**src/rtl/sp_pkg.sv**
```systemverilog
package sp_pkg;
  typedef enum logic [1:0] {
    ST_IDLE = 2'd0,
    ST_RX   = 2'd1,
    ST_TX   = 2'd2
  } link_st_e;

  localparam logic [5:0] DEV_ADDR_HI = 6'b111010;
endpackage

```
**src/rtl/sp_line_sync.sv**
```systemverilog
module sp_line_sync #(
  parameter int STAGES = 2
) (
  input  logic clk,
  input  logic rst_n,
  input  logic scl_in,
  input  logic sda_in,
  output logic scl_s,
  output logic sda_s,
  output logic scl_rise,
  output logic scl_fall,
  output logic bus_start,
  output logic bus_stop
);
  logic [STAGES-1:0] scl_sh, sda_sh;
  logic              scl_q, sda_q;

  always_ff @(posedge clk or negedge rst_n) begin
    if (!rst_n) begin
      scl_sh <= '1;
      sda_sh <= '1;
      scl_q  <= 1'b1;
      sda_q  <= 1'b1;
    end else begin
      scl_sh <= {scl_sh[STAGES-2:0], scl_in};
      sda_sh <= {sda_sh[STAGES-2:0], sda_in};
      scl_q  <= scl_sh[STAGES-1];
      sda_q  <= sda_sh[STAGES-1];
    end
  end

  assign scl_s     = scl_sh[STAGES-1];
  assign sda_s     = sda_sh[STAGES-1];
  assign scl_rise  = scl_s & ~scl_q;
  assign scl_fall  = ~scl_s & scl_q;
  // data edges only count as conditions while the clock stays high
  assign bus_start = scl_s & scl_q & sda_q & ~sda_s;
  assign bus_stop  = scl_s & scl_q & ~sda_q & sda_s;
endmodule

```
**src/rtl/sp_chan_bank.sv**
```systemverilog
module sp_chan_bank #(
  parameter  int NCH = 8,
  parameter  int DW  = 10,
  localparam int CW  = (NCH > 1) ? $clog2(NCH) : 1
) (
  input  logic              clk,
  input  logic              rst_n,
  input  logic              wr_en,
  input  logic [CW-1:0]     wr_idx,
  input  logic [DW-1:0]     wr_data,
  input  logic [CW-1:0]     rd_idx,
  output logic [DW-1:0]     rd_data,
  output logic [NCH*DW-1:0] vals
);
  for (genvar c = 0; c < NCH; c++) begin : g_ch
    logic [DW-1:0] r;
    always_ff @(posedge clk or negedge rst_n) begin
      if (!rst_n)                             r <= '0;
      else if (wr_en && (wr_idx == CW'(c)))   r <= wr_data;
    end
    assign vals[c*DW +: DW] = r;
  end

  assign rd_data = vals[rd_idx*DW +: DW];

  AST_HOLD_WITHOUT_WRITE: assert property (@(posedge clk) disable iff (!rst_n)
    !wr_en |=> $stable(vals));
endmodule

```
**src/rtl/i2c_setpoint_slave.sv**
```systemverilog
module i2c_setpoint_slave
  import sp_pkg::*;
#(
  parameter  int NCH = 8,
  parameter  int DW  = 10,
  localparam int CW  = (NCH > 1) ? $clog2(NCH) : 1,
  localparam int PW  = CW + 1,
  localparam int HW  = DW - 8
) (
  input  logic              clk,
  input  logic              rst_n,
  input  logic              scl_in,
  input  logic              sda_in,
  output logic              sda_oe,
  input  logic              addr_lsb,
  input  logic              block_mode,
  output logic [NCH*DW-1:0] chan_val
);
  localparam logic [PW-1:0] PTR_ONE  = PW'(1);
  localparam logic [PW-1:0] PTR_LAST = PW'(2*NCH-1);

  logic [1:0] rsync;
  logic       rst_core_n;

  always_ff @(posedge clk or negedge rst_n) begin
    if (!rst_n) rsync <= 2'b00;
    else        rsync <= {rsync[0], 1'b1};
  end
  assign rst_core_n = rsync[1];

  logic scl_s, sda_s, scl_rise, scl_fall, bus_start, bus_stop;

  sp_line_sync #(.STAGES(2)) i_sync (
    .clk(clk), .rst_n(rst_core_n), .scl_in(scl_in), .sda_in(sda_in),
    .scl_s(scl_s), .sda_s(sda_s), .scl_rise(scl_rise), .scl_fall(scl_fall),
    .bus_start(bus_start), .bus_stop(bus_stop)
  );

  link_st_e      st_q, st_n;
  logic [3:0]    bitcnt_q, bitcnt_n;
  logic [7:0]    shreg_q, shreg_n;
  logic          oe_q, oe_n;
  logic          rd_q, rd_n;
  logic          first_q, first_n;
  logic          go_tx_q, go_tx_n;
  logic          mack_q, mack_n;
  logic          need_reg_q, need_reg_n;
  logic          full_q, full_n;
  logic [PW-1:0] ptr_q, ptr_n;
  logic [CW-1:0] sel_q, sel_n;
  logic [HW-1:0] hi_q, hi_n;

  logic          wr_en;
  logic [PW-1:0] load_ptr;
  logic [DW-1:0] rd_data;
  logic [7:0]    tx_byte;

  sp_chan_bank #(.NCH(NCH), .DW(DW)) i_bank (
    .clk(clk), .rst_n(rst_core_n), .wr_en(wr_en),
    .wr_idx(ptr_q[PW-1:1]), .wr_data({hi_q, shreg_q}),
    .rd_idx(load_ptr[PW-1:1]), .rd_data(rd_data), .vals(chan_val)
  );

  // pointer of the byte about to be loaded for transmission
  assign load_ptr = (st_q == ST_TX) ? ptr_q + PTR_ONE : ptr_q;

  always_comb begin
    tx_byte = '0;
    if (load_ptr[0]) tx_byte = rd_data[7:0];
    else             tx_byte[HW-1:0] = rd_data[DW-1:8];
  end

  always_comb begin
    st_n       = st_q;
    bitcnt_n   = bitcnt_q;
    shreg_n    = shreg_q;
    oe_n       = oe_q;
    rd_n       = rd_q;
    first_n    = first_q;
    go_tx_n    = go_tx_q;
    mack_n     = mack_q;
    need_reg_n = need_reg_q;
    full_n     = full_q;
    ptr_n      = ptr_q;
    sel_n      = sel_q;
    hi_n       = hi_q;
    wr_en      = 1'b0;
    if (bus_start) begin
      st_n     = ST_RX;
      bitcnt_n = 4'd0;
      first_n  = 1'b1;
      go_tx_n  = 1'b0;
      oe_n     = 1'b0;
    end else if (bus_stop) begin
      st_n    = ST_IDLE;
      go_tx_n = 1'b0;
      oe_n    = 1'b0;
    end else if (scl_rise) begin
      case (st_q)
        ST_RX: begin
          if (bitcnt_q == 4'd8) bitcnt_n = 4'd0;
          else begin
            shreg_n  = {shreg_q[6:0], sda_s};
            bitcnt_n = bitcnt_q + 4'd1;
          end
        end
        ST_TX: begin
          if (bitcnt_q == 4'd8) begin
            mack_n   = ~sda_s;
            bitcnt_n = 4'd0;
          end else bitcnt_n = bitcnt_q + 4'd1;
        end
        default: ;
      endcase
    end else if (scl_fall) begin
      case (st_q)
        ST_RX: begin
          if (bitcnt_q == 4'd8) begin
            if (first_q) begin
              if (shreg_q[7:1] == {DEV_ADDR_HI, addr_lsb}) begin
                oe_n       = 1'b1;
                first_n    = 1'b0;
                rd_n       = shreg_q[0];
                go_tx_n    = shreg_q[0];
                full_n     = 1'b0;
                need_reg_n = ~block_mode & ~shreg_q[0];
                ptr_n      = block_mode ? '0 : {sel_q, 1'b0};
              end else begin
                st_n = ST_IDLE;
              end
            end else if (need_reg_q) begin
              oe_n       = 1'b1;
              need_reg_n = 1'b0;
              sel_n      = shreg_q[CW-1:0];
              ptr_n      = {shreg_q[CW-1:0], 1'b0};
            end else if (!full_q) begin
              oe_n  = 1'b1;
              ptr_n = ptr_q + PTR_ONE;
              if (!ptr_q[0]) hi_n = shreg_q[HW-1:0];
              else begin
                wr_en  = 1'b1;
                full_n = ~block_mode | (ptr_q == PTR_LAST);
              end
            end
          end else if (bitcnt_q == 4'd0) begin
            if (go_tx_q) begin
              st_n    = ST_TX;
              go_tx_n = 1'b0;
              shreg_n = tx_byte;
              oe_n    = ~tx_byte[7];
            end else oe_n = 1'b0;
          end
        end
        ST_TX: begin
          if (bitcnt_q == 4'd8) oe_n = 1'b0;
          else if (bitcnt_q == 4'd0) begin
            if (mack_q) begin
              ptr_n   = load_ptr;
              shreg_n = tx_byte;
              oe_n    = ~tx_byte[7];
            end else begin
              st_n = ST_IDLE;
              oe_n = 1'b0;
            end
          end else begin
            shreg_n = {shreg_q[6:0], 1'b0};
            oe_n    = ~shreg_q[6];
          end
        end
        default: ;
      endcase
    end
  end

  always_ff @(posedge clk or negedge rst_core_n) begin
    if (!rst_core_n) begin
      st_q       <= ST_IDLE;
      bitcnt_q   <= '0;
      shreg_q    <= '0;
      oe_q       <= 1'b0;
      rd_q       <= 1'b0;
      first_q    <= 1'b0;
      go_tx_q    <= 1'b0;
      mack_q     <= 1'b0;
      need_reg_q <= 1'b0;
      full_q     <= 1'b0;
      ptr_q      <= '0;
      sel_q      <= '0;
      hi_q       <= '0;
    end else begin
      st_q       <= st_n;
      bitcnt_q   <= bitcnt_n;
      shreg_q    <= shreg_n;
      oe_q       <= oe_n;
      rd_q       <= rd_n;
      first_q    <= first_n;
      go_tx_q    <= go_tx_n;
      mack_q     <= mack_n;
      need_reg_q <= need_reg_n;
      full_q     <= full_n;
      ptr_q      <= ptr_n;
      sel_q      <= sel_n;
      hi_q       <= hi_n;
    end
  end

  assign sda_oe = oe_q;

  AST_OE_SCL_LOW: assert property (@(posedge clk) disable iff (!rst_core_n)
    ((oe_q != $past(oe_q)) && !$past(bus_start) && !$past(bus_stop)) |-> !$past(scl_s));
  AST_IDLE_RELEASED: assert property (@(posedge clk) disable iff (!rst_core_n)
    (st_q == ST_IDLE) |-> !oe_q);
  AST_BIT_FRAME: assert property (@(posedge clk) disable iff (!rst_core_n)
    bitcnt_q <= 4'd8);
  AST_WRITE_IN_WRITE: assert property (@(posedge clk) disable iff (!rst_core_n)
    wr_en |-> (st_q == ST_RX) && !rd_q && !first_q);
  AST_TX_ONLY_READ: assert property (@(posedge clk) disable iff (!rst_core_n)
    (st_q == ST_TX) |-> rd_q);
endmodule

```
**config.mk**
```make
export PLATFORM = sky130hd
export DESIGN_NAME = i2c_setpoint_slave
export DESIGN_NICKNAME = d
export VERILOG_FILES = /design/src/rtl/sp_pkg.sv /design/src/rtl/sp_line_sync.sv /design/src/rtl/sp_chan_bank.sv /design/src/rtl/i2c_setpoint_slave.sv
export SDC_FILE = /design/constraint.sdc
export NUM_CORES = 1
export LEC_CHECK = 0
export BUFFER_PORTS_ARGS = -buffer_cell sky130_fd_sc_hd__buf_2
export CORE_ASPECT_RATIO = 1.1
export CORE_MARGIN = 2
export CORE_UTILIZATION = 40
export DETAILED_ROUTE_END_ITERATION = 10
export GPL_TIMING_DRIVEN = 0
export PLACE_DENSITY = 0.6
export SETUP_SLACK_MARGIN = 0.5
export SYNTH_ARGS = -nofsm -noshare
export SYNTH_HDL_FRONTEND = slang
export SYNTH_SLANG_ARGS = --single-unit
```
**constraint.sdc**
```tcl
create_clock -name clk -period 8.75 [get_ports clk]
set_clock_uncertainty 0.2 [all_clocks]
set_input_delay 1.3125 -clock clk [delete_from_list [all_inputs] [get_ports clk]]
set_output_delay 1.3125 -clock clk [all_outputs]
set_load 0.05 [all_outputs]
```
; After elaboration in Yosys (flattened, before gate mapping)
; Cells that the tools add are included.
[word_totals]
reg_bits = 117
input_bits = 6
output_inout_bits = 81
elab_cells = 219
[op_classes]
n_addsub = 2
multipliers = 1
eq_ne = 41
n_shift = 1
mux = 91
n_bitwise = 24
n_reduce_logical = 34
[ops]
columns = operator, n
row1 = 8-bit two-way mux, 10
row2 = 80-bit by 8-bit indexed part select with 10-bit output, 1
row3 = 4-bit two-way mux, 15
row4 = 1-bit two-way mux, 48
row5 = 2-bit two-way mux, 13
row6 = 11-bit AND reduction, 2
row7 = 5-bit != test (second input constant), 4
row8 = 10-bit AND reduction, 2
row9 = 2-bit != test (second input constant), 8
row10 = 4-bit != test (second input constant), 4
row11 = 8-bit one-hot mux with 2 select lines, 1
row12 = 8-bit AND reduction, 2
row13 = 1-bit inverter, 15
row14 = 2-bit nonzero test, 7
row15 = 3-bit equality test (second input constant), 4
row16 = 3-bit != test (second input constant), 4
row17 = 4-bit by 3-bit != test with 1-bit output (second input constant), 3
row18 = 6-bit AND reduction, 2
row19 = 5-bit AND reduction, 2
row20 = 4-bit by 1-bit adder with 4-bit output (second input constant), 2
row21 = 1-bit AND, 8
row22 = 4-bit equality test (second input constant), 2
row23 = 1-bit logical AND, 8
row24 = 4-bit one-hot mux with 2 select lines, 1
row25 = other kinds (21), 26

; Depth between registers and ports, before layout
[depth]
word_depth = 14
depth_mapped = 10
ltp_nobuf = 8

; Hierarchy
; A second synthesis with hierarchy kept.
[hier_totals]
cells_unflattened = 428
hier_area_um2 = 5890.6
[modules_own_cells]
columns = module, n_inst, cells_per_inst, area_each_um2, seq_area_each_um2
row1 = sp_chan_bank, 1, 210, 3694.8, 2001.9
row2 = i2c_setpoint_slave, 1, 208, 2005.7, 775.7
row3 = sp_line_sync, 1, 10, 190.2, 157.7

; Worst setup path before layout
; Ideal clock, no wire load.
[synth_path]
path_kind = input to register
startpoint = in addr_lsb
endpoint = reg ptr_q[0]
setup_time_ps = 66
arrival_time_ps = 2522
required_ps = 8484
setup_slack_ps = 5962
cell_stages = 6
path_buffers = 0
path_cell_list = xor2_1 > o31a_1 > nor4_1 > o21ai_1 > or3_1 > nand2_1
[synth_via]
elab_chain_cells = 3
[synth_rtl]
columns = item, line_no
row1 = from (decl), i2c_setpoint_slave.sv:15  ; input logic addr_lsb,
row2 = 7-bit equality test, i2c_setpoint_slave.sv:120  ; if (shreg_q[7:1] == {DEV_ADDR_HI, addr_lsb}) begin
row3 = 3-bit != test (no source line), -
row4 = 11-bit AND reduction (no source line), -
row5 = to (signal assigned), i2c_setpoint_slave.sv:201  ; ptr_q <= ptr_n;
row6 = to (decl), i2c_setpoint_slave.sv:49  ; logic [PW-1:0] ptr_q, ptr_n;
; No other way between the ends.
; A chain may end at the register's enable or synchronous reset.

; Worst setup path in the final report
[layout_path]
startpoint = reg st_q[0]
endpoint = reg shreg_q[1]
[layout_via]
elab_chain_cells = 11
word_cells_on_any_way = 23
cone_classes = mul: 1 / eq/ne: 9 / shift: 1 / mux: 11 / reduce/logical: 1
[layout_rtl]
columns = item, line_no
row1 = from (decl), i2c_setpoint_slave.sv:39  ; link_st_e st_q, st_n;
row2 = from (signal assigned), i2c_setpoint_slave.sv:191  ; st_q <= st_n;
row3 = 2-bit equality test, "i2c_setpoint_slave.sv:65, i2c_setpoint_slave.sv:116"
row4 = 4-bit two-way mux, i2c_setpoint_slave.sv:65  ; assign load_ptr = (st_q == ST_TX) ? ptr_q + PTR_ONE : ptr_q;
row5 = 3-bit by 3-bit multiplier with 6-bit output, sp_chan_bank.sv:24  ; assign rd_data = vals[rd_idx*DW +: DW];
row6 = 80-bit by 8-bit indexed part select with 10-bit output, sp_chan_bank.sv:24
row7 = 2-bit two-way mux, i2c_setpoint_slave.sv:69  ; if (load_ptr[0]) tx_byte = rd_data[7:0];
row8 = "8-bit two-way mux, on equally long branches", "i2c_setpoint_slave.sv:157, i2c_setpoint_slave.sv:146"
row9 = "8-bit two-way mux, on equally long branches", "i2c_setpoint_slave.sv:156, i2c_setpoint_slave.sv:145"
row10 = "8-bit two-way mux, on equally long branches", "i2c_setpoint_slave.sv:155, i2c_setpoint_slave.sv:118"
row11 = 8-bit one-hot mux with 2 select lines, i2c_setpoint_slave.sv:116  ; case (st_q)
row12 = 8-bit two-way mux, i2c_setpoint_slave.sv:115  ; end else if (scl_fall) begin
row13 = 8-bit two-way mux, i2c_setpoint_slave.sv:98  ; end else if (scl_rise) begin
row14 = to (signal assigned), i2c_setpoint_slave.sv:193  ; shreg_q <= shreg_n;
row15 = to (decl), i2c_setpoint_slave.sv:41  ; logic [7:0] shreg_q, shreg_n;
; Parallel ways exist; a longest one is shown, timed or not. The select of a mux whose other input is x is not followed.

==> results.json <==
{
  "outcome": "finished, final reports clean",
  "core_sq_um": 13900,
  "detail_route.iter0.violations": 177,
  "yosysMostFrequentCell": "dfrtp_1",
  "max_freq_mhz": 344,
  "setup_tns_ns": 0,
  "vias": 4062,
  "antenna_found_initial": 0,
  "synthAdderAreaFrac_pct": 1.10,
  "p_per_area_nw_per_um2": 236,
  "cts_sinks": 117,
  "startpoint_type": "register",
  "leakagePower_nw": 3.47,
  "drt_wl_total_um": 14400,
  "p_sw_uw": 490,
  "fin_nets": 553,
  "worst-setup-path-type": "register to register",
  "dr.pass1.iters": 4,
  "wl_per_cell_um": 19.5,
  "drv_slew": 0,
  "yosysSeqAreaShare_pct": 51.5,
  "syn_nets": 447,
  "place_congestion": 0.809,
  "row_count": 45,
  "yosys_register_bits": 117,
  "fillers": 1265,
  "synth_top_cell_by_area": "dfrtp_1",
  "grtUsageTotal_pct": 19.9,
  "synthXorXnorAreaFrac_pct": 1.05,
  "crit_chain": "inv_1 -> ha_1 -> buf_4 -> mux2i_1 -> buf_4 -> mux4_2 -> a31oi_1 -> a31oi_1 -> mux2_2",
  "seq_area_sq_um": 2940,
  "cts_setup_buffers": 0,
  "diodes": 0,
  "netlist.area_leader.share_pct": 48.8,
  "avgSynthCellArea_sq_um": 13.1,
  "cts_tree": "built",
  "setup.worst_path.end_class": "register",
  "grt_pass1_wl_um": 23200,
  "synth_edf_count": 0,
  "critPathBufInv": 3,
  "grt_max_degree": 67,
  "setup_violations": 0,
  "synth_area_sq_um": 5700,
  "ir_drop_uv": 133,
  "dp_hpwl_um": 9970,
  "clkTransAtPathRegs_ns": 0.06,
  "yosysWarnings": 0,
  "cts-buffers-inserted": 17,
  "htreeDepth": 4,
  "drcViolationCount": 0,
  "synth-compound-area-share_pct": 7.62,
  "hold_viol_final": 0,
  "crit_required_ns": 8.85,
  "hold_path.class": "register to register",
  "critPathTopFamily": "multiplexers",
  "switching_share_pct": 29.7,
  "root_buffer": "clkbuf_16",
  "rsz0062_at_grt": "false",
  "pre_cts_ws_ns": 5.69,
  "synth_cells": 436,
  "grt_pass1_vias": 4183,
  "synth_common_cells": "dfrtp_1 (111), mux2_2 (88), nand2_1 (24)",
  "fin_util_pct": 50.4,
  "cts_buffer_depth": 2,
  "synth_area_leaders": "dfrtp_1 (49%), mux2_2 (17%), mux4_2 (7.9%)",
  "clock_power_share_pct": 43.2,
  "p_int_mw": 1.16,
  "seqPwrFrac_pct": 37.8,
  "period_needed_ns": 2.91,
  "numPortBuffers": 86,
  "cts-resized-gates": 0,
  "synthMuxAreaShare_pct": 26.7,
  "fp.dieW_um": 118,
  "fin_ws_ns": 5.84,
  "maxCapViolations": 0,
  "post-route-period-util_pct": 33.3,
  "critPathSlowestCell": "mux4_2",
  "cts_hold_buf": 0,
  "multiInputGateArea_sq_um": 2590,
  "initial_core_util_pct": 41.1,
  "synthSimpleGateAreaFrac_pct": 8.99,
  "clkLatencyLatePin_ns": 0.42,
  "viasPerCell": 5.48,
  "ios": 87,
  "worst_pin_slew_ns": 0.792,
  "grt-ovfl-total": 0,
  "ys_async_sr_fraction_pct": 100,
  "ys_types": 61,
  "die_area_sq_um": 15200,
  "pwr-share-comb_pct": 19.0,
  "p_total_mw": 1.65,
  "cpPeakStageDelay_ns": 0.55,
  "synth_top_family_by_area": "multiplexers",
  "die-height_um": 129,
  "antenna_left": 0,
  "worst_ep_arrival_time_ns": 3.01,
  "critPathMaxFanout": 10,
  "maxSlewHeadroom_pct": 47.1,
  "syn_to_final_growth_pct": 22.7,
  "drive_gt1_share_pct": 45.9,
  "synthFlopType": "dfrtp_1"
}
sequential cells by signal, summed over array words and instances (netlist names), 3 cells and up:
register	count
shreg_q	8
bitcnt_q	4
sel_q	3
i_bank.g_ch.r	80
ptr_q	4
path summary, 6_finish.rpt:
check | startpoint | end | slack [ns] | depth (start not counted)
worst max-delay path | st_q[0]$_DFFE_PN0P_ | shreg_q[1]$_DFFE_PN0P_ | 5.84 | 9
worst max register to register | st_q[0]$_DFFE_PN0P_ | shreg_q[1]$_DFFE_PN0P_ | 5.84 | 9
worst min register to register | rsync[0]$_DFF_PN0_ | rsync[1]$_DFF_PN0_ | 0.15 | 0
min in group asynchronous | rsync[1]$_DFF_PN0_ | i_bank.g_ch[6].r[8]$_DFFE_PN0P_ | 0.17 | 0
max in group asynchronous | rsync[1]$_DFF_PN0_ | i_sync.scl_q$_DFF_PN1_ | 7.40 | 1
worst min-delay path | rsync[0]$_DFF_PN0_ | rsync[1]$_DFF_PN0_ | 0.15 | 0
area by class of cell:
cell class | instances | area share (%)
flip-flops and latches | 117 | 42.1
clock buffers | 19 | 6.20
multi-input cells | 284 | 37.1
clock inverters | 11 | 2.31
inverters | 8 | 0.430
plain buffers | 27 | 1.95
well taps | 188 | 3.37
repair buffers | 87 | 6.55
power groups by stage:
stage          Clock, mW  Sequential (mW)  Combinational (mW)
4_1_cts            0.722            0.622               0.316
2_1_floorplan          0            0.628               0.223
3_3_place_gp           0            0.634               0.301
5_1_grt            0.746            0.627               0.352
3_5_place_dp           0            0.631               0.316
6_report           0.712            0.622               0.314
per-layer routing:
metal | wire length [um] | track usage, % | vias to the layer above | share of wire, %
met4 | 193 | 6.52 | 0 | 1.3
met2 | 7390 | 34.7 | 101 | 51
met3 | 567 | 4.75 | 24 | 3.9
met5 | 0 | 0 | - | 0
li1 | - | - | 1832 | -
met1 | 6270 | 24.6 | 2105 | 43
cells in the final DEF (no fill, tap or decap), types with 5 or more instances in the layout:
master	instances
a21oi_1	8
a31oi_1	6
buf_2	92
clkbuf_1	15
clkbuf_16	17
clkinv_2	5
dfrtp_1	110
dfstp_2	6
ha_1	5
inv_1	8
mux2_2	88
mux2i_1	8
mux4_2	20
nand2_1	24
nand2_2	6
nand3_1	7
nor2_1	19
nor2b_1	5
o211ai_1	6
o21a_1	6
o21ai_0	14
per-stage QoR:
step	cell area, sq um	std cells	hold WS [ns]
after floorplan	5700	436	0.131
after global placement	6360	710	0.139
after detailed placement	6390	711	0.139
after CTS	6990	741	0.158
after global routing	6990	741	0.164
final	6990	741	0.155
logic make-up (layout without fill, tap and decap cells):
group,Yosys count,in the layout
xor gates and xnor gates,6,6
AOI/OAI and AO/OA,64,64
DFF,117,117
buffers and inverters,35,152
muxes,116,116
other,1,1
adders and majority gates,5,5
and+or+nand+nor,92,92
Note: power is estimated with default switching activity, not from simulation.
